--- src/rtl/serctl_pkg.sv ---
package serctl_pkg;

  localparam int WORD_W = 8;
  localparam int ATT_W  = 7;

  typedef logic [ATT_W-1:0] att_t;

  typedef struct packed {
    logic jf;
    logic tlo;
    logic hs;
    logic rsa;
    logic rsb;
    logic de;
  } grp1_t;

  typedef struct packed {
    logic mo;
    logic rp;
    logic ow;
    logic il0;
    logic il1;
  } grp2_t;

  typedef struct packed {
    logic oa;
    logic ob;
    logic thi;
  } grp3_t;

  typedef enum logic [1:0] {
    SEL_ATT  = 2'd0,
    SEL_GRP1 = 2'd1,
    SEL_GRP2 = 2'd2,
    SEL_GRP3 = 2'd3
  } sel_e;

  localparam att_t  ATT_RST  = '0;
  localparam grp1_t GRP1_RST = '{jf: 1'b1, tlo: 1'b0, hs: 1'b1, rsa: 1'b1, rsb: 1'b1, de: 1'b0};
  localparam grp2_t GRP2_RST = '{mo: 1'b1, rp: 1'b1, ow: 1'b0, il0: 1'b1, il1: 1'b0};
  localparam grp3_t GRP3_RST = '{oa: 1'b1, ob: 1'b1, thi: 1'b1};

  function automatic logic [5:0] len_decode(input logic [1:0] code);
    case (code)
      2'b11:   return 6'd20;
      2'b10:   return 6'd24;
      2'b01:   return 6'd16;
      default: return 6'd32;
    endcase
  endfunction

endpackage

--- src/rtl/serctl_sync.sv ---
module serctl_sync #(
  parameter int N_LINES = 3,
  parameter int STAGES  = 2
) (
  input  logic               clk,
  input  logic               rst_n,
  input  logic [N_LINES-1:0] din,
  output logic [N_LINES-1:0] lvl,
  output logic [N_LINES-1:0] rise
);
  localparam int DEPTH = STAGES + 1;

  for (genvar i = 0; i < N_LINES; i++) begin : g_line
    logic [DEPTH-1:0] pipe;
    always_ff @(posedge clk or negedge rst_n) begin
      if (!rst_n) pipe <= '0;
      else        pipe <= {pipe[DEPTH-2:0], din[i]};
    end
    assign lvl[i]  = pipe[STAGES-1];
    assign rise[i] = pipe[STAGES-1] & ~pipe[STAGES];
  end

endmodule

--- src/rtl/serctl_shift.sv ---
module serctl_shift #(
  parameter int WORD_W = 8,
  localparam int CNT_W = $clog2(WORD_W + 1)
) (
  input  logic              clk,
  input  logic              rst_n,
  input  logic              bit_rise,
  input  logic              bit_val,
  input  logic              latch_rise,
  output logic [WORD_W-1:0] word,
  output logic [CNT_W-1:0]  bit_cnt,
  output logic              full
);
  localparam logic [CNT_W-1:0] CNT_MAX = CNT_W'(WORD_W);

  assign full = (bit_cnt == CNT_MAX);

  always_ff @(posedge clk or negedge rst_n) begin
    if (!rst_n) begin
      word    <= '0;
      bit_cnt <= '0;
    end else if (latch_rise) begin
      bit_cnt <= '0;
    end else if (bit_rise) begin
      word <= {word[WORD_W-2:0], bit_val};
      if (!full) bit_cnt <= bit_cnt + 1'b1;
    end
  end

endmodule

--- src/rtl/serctl_decode.sv ---
module serctl_decode
  import serctl_pkg::*;
#(
  parameter int WORD_W = 8
) (
  input  logic              commit,
  input  logic [WORD_W-1:0] word,
  output logic [3:0]        we
);
  sel_e sel;

  always_comb begin
    if (!word[WORD_W-1])      sel = SEL_ATT;
    else if (!word[WORD_W-2]) sel = SEL_GRP1;
    else if (word[0])         sel = SEL_GRP2;
    else                      sel = SEL_GRP3;
  end

  for (genvar k = 0; k < 4; k++) begin : g_we
    assign we[k] = commit && (sel == sel_e'(k));
  end

endmodule

--- src/rtl/serctl_store.sv ---
module serctl_store
  import serctl_pkg::*;
#(
  parameter int WORD_W = 8
) (
  input  logic              clk,
  input  logic              rst_n,
  input  logic [3:0]        we,
  input  logic [WORD_W-1:0] word,
  output att_t              att_q,
  output grp1_t             g1_q,
  output grp2_t             g2_q,
  output grp3_t             g3_q
);
  grp1_t g1_d;
  grp2_t g2_d;
  grp3_t g3_d;

  always_comb begin
    g1_d = grp1_t'(word[5:0]);
    g2_d = grp2_t'(word[5:1]);
    g3_d = '{oa: word[5], ob: word[4], thi: word[2]};
  end

  always_ff @(posedge clk or negedge rst_n) begin
    if (!rst_n) begin
      att_q <= ATT_RST;
      g1_q  <= GRP1_RST;
      g2_q  <= GRP2_RST;
      g3_q  <= GRP3_RST;
    end else begin
      if (we[SEL_ATT])  att_q <= word[ATT_W-1:0];
      if (we[SEL_GRP1]) g1_q  <= g1_d;
      if (we[SEL_GRP2]) g2_q  <= g2_d;
      if (we[SEL_GRP3]) g3_q  <= g3_d;
    end
  end

endmodule

--- src/rtl/serctl_regs.sv ---
module serctl_regs
  import serctl_pkg::*;
#(
  parameter int SYNC_STAGES = 2
) (
  input  logic             clk,
  input  logic             rst_n,
  input  logic             ser_clk,
  input  logic             ser_dat,
  input  logic             ser_latch,
  output logic [ATT_W-1:0] att_level,
  output logic             jitter_free,
  output logic             test_lo,
  output logic             high_speed,
  output logic             rate_sel_a,
  output logic             rate_sel_b,
  output logic             deemph_on,
  output logic             mute_off,
  output logic             round_plain,
  output logic             out_len24,
  output logic [1:0]       in_len_code,
  output logic [5:0]       in_len_bits,
  output logic             ovs_a,
  output logic             ovs_b,
  output logic             test_hi
);
  localparam int CNT_W = $clog2(WORD_W + 1);

  logic [2:0]        s_lvl;
  logic [2:0]        s_rise;
  logic [WORD_W-1:0] word;
  logic [CNT_W-1:0]  bit_cnt;
  logic              full;
  logic              commit;
  logic [3:0]        we;
  att_t              att_q;
  grp1_t             g1_q;
  grp2_t             g2_q;
  grp3_t             g3_q;

  // lines: 0 = serial clock, 1 = data, 2 = latch
  serctl_sync #(.N_LINES(3), .STAGES(SYNC_STAGES)) u_sync (
    .clk  (clk),
    .rst_n(rst_n),
    .din  ({ser_latch, ser_dat, ser_clk}),
    .lvl  (s_lvl),
    .rise (s_rise)
  );

  serctl_shift #(.WORD_W(WORD_W)) u_shift (
    .clk       (clk),
    .rst_n     (rst_n),
    .bit_rise  (s_rise[0]),
    .bit_val   (s_lvl[1]),
    .latch_rise(s_rise[2]),
    .word      (word),
    .bit_cnt   (bit_cnt),
    .full      (full)
  );

  assign commit = s_rise[2] && full;

  serctl_decode #(.WORD_W(WORD_W)) u_dec (
    .commit(commit),
    .word  (word),
    .we    (we)
  );

  serctl_store #(.WORD_W(WORD_W)) u_store (
    .clk  (clk),
    .rst_n(rst_n),
    .we   (we),
    .word (word),
    .att_q(att_q),
    .g1_q (g1_q),
    .g2_q (g2_q),
    .g3_q (g3_q)
  );

  assign att_level   = att_q;
  assign jitter_free = g1_q.jf;
  assign test_lo     = g1_q.tlo;
  assign high_speed  = g1_q.hs;
  assign rate_sel_a  = g1_q.rsa;
  assign rate_sel_b  = g1_q.rsb;
  assign deemph_on   = g1_q.de;
  assign mute_off    = g2_q.mo;
  assign round_plain = g2_q.rp;
  assign out_len24   = g2_q.ow;
  assign in_len_code = {g2_q.il1, g2_q.il0};
  assign in_len_bits = len_decode(in_len_code);
  assign ovs_a       = g3_q.oa;
  assign ovs_b       = g3_q.ob;
  assign test_hi     = g3_q.thi;

endmodule

--- config.mk ---
export PLATFORM = sky130hd
export DESIGN_NAME = serctl_regs
export DESIGN_NICKNAME = d
export VERILOG_FILES = /design/src/rtl/serctl_pkg.sv /design/src/rtl/serctl_sync.sv /design/src/rtl/serctl_shift.sv /design/src/rtl/serctl_decode.sv /design/src/rtl/serctl_store.sv /design/src/rtl/serctl_regs.sv
export SDC_FILE = /design/constraint.sdc
export NUM_CORES = 1
export LEC_CHECK = 0
export ABC_CLOCK_PERIOD_IN_PS = 1890
export BUFFER_PORTS_ARGS = -buffer_cell sky130_fd_sc_hd__buf_2
export CORE_MARGIN = 1
export CORE_UTILIZATION = 40
export CTS_BUF_LIST = sky130_fd_sc_hd__clkbuf_8 sky130_fd_sc_hd__clkbuf_16
export CTS_CLUSTER_DIAMETER = 150
export CTS_CLUSTER_SIZE = 12
export DETAILED_ROUTE_END_ITERATION = 12
export PLACE_DENSITY = 0.64
export RECOVER_POWER = 25
export SLEW_MARGIN = 10
export SYNTH_ARGS = -nofsm -noshare
export SYNTH_HDL_FRONTEND = slang
export SYNTH_SLANG_ARGS = --single-unit
--- constraint.sdc ---
create_clock -name clk -period 1.89 [get_ports clk]
set_input_delay 0.378 -clock clk [delete_from_list [all_inputs] [get_ports clk]]
set_output_delay 0.378 -clock clk [all_outputs]
set_load 0.02 [all_outputs]
### After elaboration in Yosys (flattened, before gate mapping)

Cells that the tools add are included.

* bits in registers: 41
* bits of input ports: 5
* output and inout bits: 27
* logic and storage cells: 50

* $add $sub $neg: 1
* eq/ne operators: 8
* muxes and demuxes: 7
* bitwise logic cells: 5
* reductions and logical operators: 9

Operators with widths (count)
* $pmux W6 S3: 1
* $mux W4: 3
* $eq A2 B2 Y1 const B: 4
* $logic_and A1 B1 Y1: 5
* $add A4 B1 Y4 const B: 1
* $eq A2 B1 Y1 const B: 2
* $eq A4 B4 Y1 const B: 1
* $mux W2: 2
* $reduce_and A2 Y1: 2
* $not A1 Y1: 3
* $and A1 B1 Y1: 2
* $logic_not A2 Y1: 1
* $ne A2 B1 Y1 const B: 1
* $reduce_bool A2 Y1: 1
* $mux W1: 1

### Depth between registers and ports, before layout

* word-level depth: 5
* gate-level depth with buffers: 6

### Cells and area by module

Synthesis repeated with hierarchy kept, for this count alone.

* cell total of the unflattened synthesis: 113
* area, all modules: 1794.2 um^2

By module, submodules not included
* serctl_store: instances 1, cells each 44, area an instance 845.8 um^2
* serctl_shift: instances 1, cells each 42, area an instance 570.5 um^2
* serctl_sync: instances 1, cells each 15, area an instance 289.0 um^2
* serctl_regs: instances 1, cells each 8, area an instance 51.3 um^2
* serctl_decode: instances 1, cells each 4, area an instance 37.5 um^2

### Worst setup path before layout

Ideal clock, no wire load.

* path type: reg2reg
* start point: register u_shift.bit_cnt[0]
* end point: register, netlist name u_store.g1_q[0]
* arrival time: 1.585 ns
* required time: 1.765 ns
* setup slack: 0.180 ns
* stages on the path, launching flop included: 7
* buffers on the path: 1
* period minus slack after synthesis: 1.710 ns
* cell sequence: dfrtp_1 inv_1 ha_1 nand3b_4 or3_1 buf_2 mux2_4

* word-level cells in the longest chain between the ends: 3

RTL lines
* start, declared: RTL line serctl_shift.sv:11 `output logic [CNT_W-1:0] bit_cnt,`
* start signal, assigned: RTL line serctl_shift.sv:26 `if (!full) bit_cnt <= bit_cnt + 1'b1;`
* $eq A4 B4 Y1: RTL line serctl_shift.sv:16 `assign full = (bit_cnt == CNT_MAX);`
* $logic_and A1 B1 Y1: RTL line serctl_regs.sv:61 `assign commit = s_rise[2] && full;`
* $logic_and A1 B1 Y1: RTL line serctl_decode.sv:20 `assign we[k] = commit && (sel == sel_e'(k));`

No other way between the ends.
A chain may end at the register's enable or synchronous reset.

### Final worst setup path

* start point: register u_shift.bit_cnt[0]
* end point: register u_store.att_q[1]

* word-level cells in the longest chain between the ends: 3

RTL lines
* $eq A4 B4 Y1: RTL line serctl_shift.sv:16
* $logic_and A1 B1 Y1: RTL line serctl_regs.sv:61
* $logic_and A1 B1 Y1: RTL line serctl_decode.sv:20
* end signal, assigned: RTL line serctl_store.sv:32 `if (we[SEL_ATT]) att_q <= word[ATT_W-1:0];`
* end, declared: RTL line serctl_store.sv:10 `output att_t att_q,`

No other way between the ends.

==> impl_metrics.env <==
export IMPL_status="finished clean"
export IMPL_post_cts_buffers=0
export IMPL_layout_common_cells="dfrtp_1 (31), buf_2 (29), mux2_2 (16)"
export IMPL_cp_required_ps=2060
export IMPL_yosysUniqueCellTypes=23
export IMPL_met1_usage=0.184
export IMPL_finalSetupViolCount=0
export IMPL_dp_cells=190
export IMPL_finalClockSkew_ps=4.49
export IMPL_antenna_found_initial=0
export IMPL_clkTransAtPathRegs_ps=70
export IMPL_track_usage=0.144
export IMPL_cpMaxStageDelayCell="or3_4"
export IMPL_grt_pass1_wl_um=4610
export IMPL_finalWorstSetupSlack_ps=104
export IMPL_ctsLongestPathBuffers=2
export IMPL_start_util=0.417
export IMPL_synthToLayoutAreaGrowth_pct=17.5
export IMPL_root_buffer="clkbuf_8"
export IMPL_layout_drive_gt1_share=0.554
export IMPL_via_count=962
export IMPL_powerDensity_nw_per_um2=883
export IMPL_relSlewSlack=0.347
export IMPL_diodes=0
export IMPL_tightest_slew_ps=979
export IMPL_met2_usage=0.221
export IMPL_synthArstFlopShare=1.00
export IMPL_core_area_um2=4030
export IMPL_synth_seq_area_share=0.618
export IMPL_finalWirelength_um=2810
export IMPL_worst_path_buf_inv=1
export IMPL_fmax_ghz=0.560
export IMPL_vias_per_cell=4.86
export IMPL_reg2reg_depth=5
export IMPL_place_area_um2=1890
export IMPL_placementRows=23
export IMPL_syn_area_um2=1680
export IMPL_ir_drop_mv=0.560
export IMPL_fin_nets=154
export IMPL_p_leak_nw=1.02
export IMPL_path_max_fanout=7
export IMPL_swShare=0.256
export IMPL_postSynthAreaPerCell_um2=15.1
export IMPL_gp_congestion=0.695
export IMPL_p_int_mw=1.30
export IMPL_mostFrequentLayoutCell="dfrtp_1"
export IMPL_arrival_ps=1950
export IMPL_critical_path_class="flop to flop"
export IMPL_critPathLaunchType="flop"
export IMPL_power_frac_seq=0.623
export IMPL_io_buffers=29
export IMPL_met3_usage=0.0377
export IMPL_drt_first_pass_iters=4
export IMPL_holdPathStages=1
export IMPL_cap_violations=0
export IMPL_final_area_um2=1980
export IMPL_synth_cells=111
export IMPL_grt_setup_unrepaired="no"
export IMPL_die_x_um=66.8
export IMPL_cp_top_family="simple AND/OR/NAND/NOR gates"
export IMPL_synth_edf_count=0
export IMPL_die_height_um=66.8
export IMPL_max_stage_delay_ps=470
export IMPL_drt_iter0_drc=41
export IMPL_min_path_type="input port to flop"
export IMPL_grt_max_degree=42
export IMPL_period_share=0.945
export IMPL_wl_per_cell_um=14.2
export IMPL_finalHoldViolations=0
export IMPL_dpl_hpwl_um=2000
export IMPL_hold_ws_ps=198
export IMPL_clkSinkCount=41
export IMPL_drcViolationCount=0
export IMPL_end_kind="flop"
export IMPL_htree_levels=2
export IMPL_pre_cts_slack_ps=-28.9
export IMPL_die_area_um2=4470
export IMPL_overflow=0
export IMPL_cp_depth=5
export IMPL_synth_seq_cells=41
export IMPL_period_minus_slack_ps=1790
export IMPL_numCtsBuffers=5
export IMPL_crit_path_cell_trace="inv_1 -> ha_1 -> nand3b_4 -> or3_4 -> mux2_4"
export IMPL_cts_tree="yes"
export IMPL_p_clk_frac=0.291
export IMPL_power_switching_uw=447
export IMPL_io_pins=32
export IMPL_final_util=0.490
export IMPL_clock_latency_ps=280
export IMPL_grt_busiest_layer="met2"
export IMPL_synth_main_ff_cell="dfrtp_1"
export IMPL_grt_pass1_vias=973
export IMPL_drv_slew=0
export IMPL_yosysWarnings=0
export IMPL_final_cells=198
export IMPL_p_comb_frac=0.086
export IMPL_ant_nets=0
-- cells in the mapped netlist, types with 3 or more instances --
cell type,number,area share
a21oi_1,5,0.015
buf_4,3,0.013
dfrtp_1,31,0.46
dfstp_2,10,0.16
inv_1,4,0.0089
mux2_2,16,0.11
mux2_4,13,0.12
nand3_1,4,0.012
nor2b_1,3,0.011
o21ai_0,4,0.012
or3_1,3,0.011
-- cell type report --
type                            count  area (um2)
Fill cell                         378        2050
Sequential cell                    41        1040
Multi-Input combinational cell     63         614
Timing Repair Buffer               32         165
Clock buffer                        5        68.8
Tap cell                           50        62.6
Inverter                            4        15.0
Clock inverter                      3        11.3
-- logic make-up (layout without fill, tap and decap cells) --
group,count (synthesis),after routing,synth area share
mux,29,29,0.223
simple gates,21,21,0.0900
other cells,1,2,0.00223
flops,41,41,0.618
buf+inv,8,44,0.0253
compound gates,9,9,0.0268
fa+ha+maj,2,2,0.0149
-- metrics by stage --
| stage | setup TNS (ps) | total power, mW |
|---|---|---|
| finish | 0 | 1.74 |
| global route | 0 | 1.84 |
| CTS | 0 | 1.78 |
| detailed placement | -170 | 1.26 |
| global placement | 0 | 1.24 |
| floorplan | 0 | 1.17 |
-- state kept, by name, summed over array words and instances, names as in the netlist --
name	count
u_sync.g_line.pipe	8
u_store.g1_q	6
u_shift.bit_cnt	4
u_store.g2_q	5
u_store.att_q	7
u_store.g3_q	3
u_shift.word	8
-- power groups by stage --
stage	combinational, mW	sequential (mW)	clock (mW)
6_report	0.150	1.09	0.508
5_1_grt	0.171	1.10	0.566
4_1_cts	0.154	1.09	0.535
3_5_place_dp	0.154	1.10	0
3_3_place_gp	0.146	1.09	0
2_1_floorplan	0.121	1.05	0
-- final timing paths --
kind                                     startpoint                  endpoint  slack (ps)
setup / recovery                 u_shift.bit_cnt[0]          u_store.att_q[1]         100
hold / removal                              ser_clk  u_sync.g_line[0].pipe[0]         200
setup reg to reg                 u_shift.bit_cnt[0]          u_store.att_q[1]         100
hold reg to reg            u_sync.g_line[1].pipe[0]  u_sync.g_line[1].pipe[1]         350
max in group asynchronous                     rst_n  u_sync.g_line[2].pipe[2]         960
min in group asynchronous                     rst_n          u_store.att_q[4]         330
-- what timing repair did --
item,CTS,global route
gates resized for setup,2,0
hold buffers,0,0
endpoints found under the setup margin,9,0
-- layer usage --
metal	vias to the layer above	share of wire
li1	453	-
met1	482	0.45
met2	22	0.49
met3	5	0.039
met4	0	0.019
met5	-	0
(Power assumes the default switching activity.)
